### src/rtl/i2c_evt_pkg.sv
package i2c_evt_pkg;
    localparam int FLAG_N  = 7;
    localparam int FL_AL   = 0;
    localparam int FL_NACK = 1;
    localparam int FL_CLTO = 2;
    localparam int FL_BIT9 = 3;
    localparam int FL_BCNT = 4;
    localparam int FL_STT  = 5;
    localparam int FL_STP  = 6;

    typedef logic [FLAG_N-1:0] flag_vec_t;

    typedef struct packed {
        flag_vec_t flags;
        logic      master;
    } evt_state_t;
endpackage

### src/rtl/i2c_evt_addr_match.sv
module i2c_evt_addr_match #(
    parameter int ADDR_W = 10
) (
    input  logic [ADDR_W-1:0] rx_addr,
    input  logic [ADDR_W-1:0] own_addr,
    input  logic [ADDR_W-1:0] addr_mask,
    input  logic              mask_en,
    input  logic              addr_valid,
    output logic              hit
);
    logic [ADDR_W-1:0] care;

    always_comb begin
        care = mask_en ? ~addr_mask : '1;
        hit  = addr_valid && (((rx_addr ^ own_addr) & care) == '0);
    end
endmodule

### src/rtl/i2c_evt_low_timer.sv
module i2c_evt_low_timer #(
    parameter int TO_BASE = 10
) (
    input  logic       clk,
    input  logic       rst_n,
    input  logic       scl_low,
    input  logic [1:0] to_sel,
    output logic       expired
);
    localparam int LOW_W = TO_BASE + 3;

    logic [LOW_W-1:0] cnt_d, cnt_q;
    logic [LOW_W-1:0] limit;

    always_comb begin
        limit = '0;
        if (to_sel != 2'd0)
            limit = LOW_W'(1) << (TO_BASE + int'(to_sel) - 1);
        cnt_d = cnt_q;
        if (!scl_low)
            cnt_d = '0;
        else if (cnt_q != '1)
            cnt_d = cnt_q + LOW_W'(1);
        expired = scl_low && (to_sel != 2'd0) && (cnt_q == limit);
    end

    always_ff @(posedge clk or negedge rst_n) begin
        if (!rst_n) cnt_q <= '0;
        else        cnt_q <= cnt_d;
    end
endmodule

### src/rtl/i2c_evt_cond.sv
module i2c_evt_cond
    import i2c_evt_pkg::*;
#(
    parameter int CNT_W = 8
) (
    input  logic             master,
    input  logic             arb_lost,
    input  logic             nack_rx,
    input  logic             stop_det,
    input  logic             bit9_tick,
    input  logic             addr_phase,
    input  logic             addr_hit,
    input  logic             low_expired,
    input  logic             byte_done,
    input  logic [CNT_W-1:0] byte_cnt,
    input  logic [CNT_W-1:0] byte_thr,
    input  logic [1:0]       auto_stop,
    output flag_vec_t        set_vec,
    output logic             demote
);
    logic cnt_mode;

    always_comb begin
        cnt_mode = (auto_stop == 2'b01) || (auto_stop == 2'b10);
        demote   = arb_lost || (addr_hit && master);
        set_vec  = '0;
        set_vec[FL_AL]   = demote;
        set_vec[FL_NACK] = nack_rx && master;
        set_vec[FL_CLTO] = low_expired;
        set_vec[FL_BIT9] = bit9_tick && !addr_phase;
        set_vec[FL_BCNT] = byte_done && cnt_mode && (byte_cnt == byte_thr);
        set_vec[FL_STT]  = addr_hit && !master;
        set_vec[FL_STP]  = stop_det;
    end
endmodule

### src/rtl/i2c_evt_flags.sv
module i2c_evt_flags
    import i2c_evt_pkg::*;
#(
    parameter int ADDR_W  = 10,
    parameter int CNT_W   = 8,
    parameter int TO_BASE = 10
) (
    input  logic              clk,
    input  logic              rst_n,
    input  logic              mst_req,
    input  logic              arb_lost,
    input  logic              nack_rx,
    input  logic              stop_det,
    input  logic              bit9_tick,
    input  logic              addr_phase,
    input  logic              addr_valid,
    input  logic [ADDR_W-1:0] rx_addr,
    input  logic [ADDR_W-1:0] own_addr,
    input  logic [ADDR_W-1:0] addr_mask,
    input  logic              mask_en,
    input  logic              scl_low,
    input  logic [1:0]        to_sel,
    input  logic              byte_done,
    input  logic [CNT_W-1:0]  byte_cnt,
    input  logic [CNT_W-1:0]  byte_thr,
    input  logic [1:0]        auto_stop,
    input  logic [6:0]        flag_clr,
    output logic [6:0]        flags,
    output logic              is_master
);
    evt_state_t st_d, st_q;
    logic       addr_hit;
    logic       low_expired;
    flag_vec_t  set_vec;
    logic       demote;

    i2c_evt_addr_match #(.ADDR_W(ADDR_W)) u_match (
        .rx_addr   (rx_addr),
        .own_addr  (own_addr),
        .addr_mask (addr_mask),
        .mask_en   (mask_en),
        .addr_valid(addr_valid),
        .hit       (addr_hit)
    );

    i2c_evt_low_timer #(.TO_BASE(TO_BASE)) u_timer (
        .clk    (clk),
        .rst_n  (rst_n),
        .scl_low(scl_low),
        .to_sel (to_sel),
        .expired(low_expired)
    );

    i2c_evt_cond #(.CNT_W(CNT_W)) u_cond (
        .master     (st_q.master),
        .arb_lost   (arb_lost),
        .nack_rx    (nack_rx),
        .stop_det   (stop_det),
        .bit9_tick  (bit9_tick),
        .addr_phase (addr_phase),
        .addr_hit   (addr_hit),
        .low_expired(low_expired),
        .byte_done  (byte_done),
        .byte_cnt   (byte_cnt),
        .byte_thr   (byte_thr),
        .auto_stop  (auto_stop),
        .set_vec    (set_vec),
        .demote     (demote)
    );

    always_comb begin
        st_d       = st_q;
        st_d.flags = (st_q.flags & ~flag_clr) | set_vec;
        if (demote)
            st_d.master = 1'b0;
        else if (mst_req)
            st_d.master = 1'b1;
    end

    always_ff @(posedge clk or negedge rst_n) begin
        if (!rst_n) st_q <= '0;
        else        st_q <= st_d;
    end

    assign flags     = st_q.flags;
    assign is_master = st_q.master;
endmodule

### config.mk
export PLATFORM = sky130hd
export DESIGN_NAME = i2c_evt_flags
export DESIGN_NICKNAME = d
export VERILOG_FILES = /design/src/rtl/i2c_evt_pkg.sv /design/src/rtl/i2c_evt_addr_match.sv /design/src/rtl/i2c_evt_low_timer.sv /design/src/rtl/i2c_evt_cond.sv /design/src/rtl/i2c_evt_flags.sv
export SDC_FILE = /design/constraint.sdc
export NUM_CORES = 1
export LEC_CHECK = 0
export BUFFER_PORTS_ARGS = -buffer_cell sky130_fd_sc_hd__buf_2
export CORE_MARGIN = 4
export CORE_UTILIZATION = 44
export CTS_CLUSTER_DIAMETER = 60
export DETAILED_ROUTE_END_ITERATION = 12
export GPL_ROUTABILITY_DRIVEN = 0
export PLACE_DENSITY = 0.87
export SYNTH_ARGS = -nofsm -noshare
export SYNTH_HDL_FRONTEND = slang
export SYNTH_HIERARCHICAL = 1
export SYNTH_SLANG_ARGS = --single-unit
### constraint.sdc
create_clock -name clk -period 2.05 [get_ports clk]
set_clock_uncertainty 0.1 [all_clocks]
set_input_delay 0.205 -clock clk [delete_from_list [all_inputs] [get_ports clk]]
set_output_delay 0.205 -clock clk [all_outputs]
set_load 0.01 [all_outputs]
==> qor.yml <==
clk_path_buf_depth: 2
period_share_pct: 86.5
area_growth_pct: 33.1
grt_pass1_vias: 1337
crit_path_end_kind: "flip-flop"
die_height_um: 63.9
dr.first_iter.drc_count: 40
cts_setup_buffers: 0
crit_buf_inv: 1
grt_pass1_wl_um: 5460
synth-warning-count: 6
start_util_pct: 45.5
globalRouteOverflowTotal: 0
synth_top_cell_area_share_pct: 38.2
crit_fanout: 9
clock_latency_ns: 0.31
layout_commonest_cell: "buf_2"
dieArea_um2: 4090
clkSinkCount: 21
ctsResizeCount: 0
crit_family: "simple AND/OR/NAND/NOR gates"
dp_slack_ns: 0.343
rsz0062_at_grt: "false"
routed_via_density: 4.91
fillerInstances: 265
synth_area_per_cell_um2: 9.18
drive_gt1_share_pct: 37.3
vias: 1335
seq_area_frac_synth_pct: 38.2
io_pins: 77
relSlewSlack_pct: 69.8
fmax_mhz: 564
worst_slack_ns: 0.277
hold_violations: 0
crit_chain: "ha_1, nand3_4, nor4_4, buf_4, nand2_1, o21ai_1"
antenna_found_initial: 0
p_leak_nw: 0.999
setup_tns_ns: 0
num_rows: 20
ys_ff_latch: 21
power_density_nw_per_um2: 449
final_cell_mix: "buf_2, dfrtp_1, xnor2_1"
ys.flop_type: "dfrtp_1"
period_needed_ns: 1.77
postRouteAntennaNets: 0
cp_slowest_cell: "dfrtp_1"
wire_per_inst_um: 11.8
htreeDepth: 1
ir_worst_vdd_uv: 208
path_class: "reg -> reg"
min-delay-path-class: "in -> reg"
nNetsFinal: 300
grt_max_degree: 22
yosysUniqueCellTypes: 34
cts-hold-fix-buffers: 2
timing.hold.ws_ns: 0.0165
tritoncts: "built"
first_pass_iters: 4
status: "finished clean"
maxCapViolations: 0
async_flop_share_pct: 100
synth-edff-count: 0
grt.total_usage_pct: 16.8
synthCells: 150
syn_nets: 221
tightestPinTransition_ns: 0.453
totalWireLength_um: 3210
cp.required_ns: 2.20
crit_path_start_kind: "flip-flop"
path_clk_slew_ns: 0.12
hpwlAfterDp_um: 2590
synth_largest_area_cell: "dfrtp_1"
n_antenna_cell: 0
coreArea_um2: 3030
port_buffers: 76
numCtsBuffers: 3
worstPathArrival_ns: 1.92
die_w_um: 63.9
post-route-drc-count: 0
crit_path_max_incr_delay_ns: 0.43
synth_area_um2: 1380
setup_viol: 0
maxSlewViolCount: 0
cts-root-buf: "clkbuf_4"
synth.area.top_cells: "dfrtp_1, xnor2_1, a21o_1"
power by group:
group / total (W) / switching, W / internal [W]
logic: 0.000182 / 0.0000810 / 0.000101
registers: 0.000437 / 0.0000104 / 0.000427
clock network: 0.000203 / 0.000128 / 0.0000745
final cells by class:
type                    instances  area (um2)  area share, %
clock inverters                 1        7.51          0.410
multi-input cells             112         768           41.9
clock buffers                   3        22.5           1.23
well taps                      44        55.1           3.01
flip-flops and latches         21         526           28.7
repair buffers                 79         408           22.3
inverters                      12        45.0           2.46
Yosys cell counts, drive strengths merged, types with 2 or more instances:
cell,instances
a21o,14
a21oi,2
a31oi,2
and2,3
buf,4
dfrtp,21
ha,2
inv,12
nand2,11
nand3,7
nand4,5
nor2,9
nor2b,2
nor3,6
nor4,5
o21ai,7
o22ai,3
o31ai,2
xnor2,20
xor2,5
worst paths after layout:
check                      slack [ns]  cells past startpoint                           end                          from
max reg2reg                      0.28                      6  u_timer/cnt_q[0]$_DFFE_PN0P_  u_timer/cnt_q[0]$_DFFE_PN0P_
min reg2reg                      0.38                      1            flags[2]$_DFF_PN0_            flags[2]$_DFF_PN0_
min in group asynchronous        0.26                      2            flags[4]$_DFF_PN0_                         rst_n
min                              0.02                      3         is_master$_DFFE_PN0P_                       mst_req
max                              0.28                      6  u_timer/cnt_q[0]$_DFFE_PN0P_  u_timer/cnt_q[0]$_DFFE_PN0P_
max in group asynchronous        1.27                      2            flags[2]$_DFF_PN0_                         rst_n
flip-flops by register name (all words and copies together), names as in the netlist:
signal         cells
u_timer/cnt_q     13
flags              7
is_master          1
routing by layer:
layer	global-route usage, %	up-vias	part of all wire, %	wire length, um
li1	-	675	-	-
met1	18.7	607	39	1250
met2	31.6	47	54	1750
met3	1.76	6	4.9	159
met4	7.28	0	1.7	55
met5	0	-	0	0
worst reg2reg max path: stages, from the launching register on:
cell and delay (ns):
dfrtp_1 0.43, ha_1 0.26, nand3_4 0.14, nor4_4 0.42, buf_4 0.23, nand2_1 0.06, o21ai_1 0.08
cells by family after synthesis:
group	count (synthesis)	share of synthesized area [%]
AND/OR/NAND/NOR	51	21.4
AO/OA/AOI/OAI	34	16.7
XOR/XNOR	25	15.9
flip-flops	21	38.2
buffers and inverters	17	6.00
adder cells (fa/ha/maj)	2	1.82
per-stage QoR:
| step | instance area, um2 | power, W | util [%] | instances |
|---|---|---|---|---|
| floorplan | 1380 | 0.000529 | - | 150 |
| detailed placement | 1780 | 0.000625 | 58.8 | 266 |
| global placement | 1780 | 0.000621 | 58.8 | 266 |
| CTS | 1830 | 0.000834 | 60.5 | 272 |
| finish | 1830 | 0.000822 | 60.5 | 272 |
| global route | 1830 | 0.000877 | 60.5 | 272 |
No activity file was read; power rests on OpenSTA's default activity.
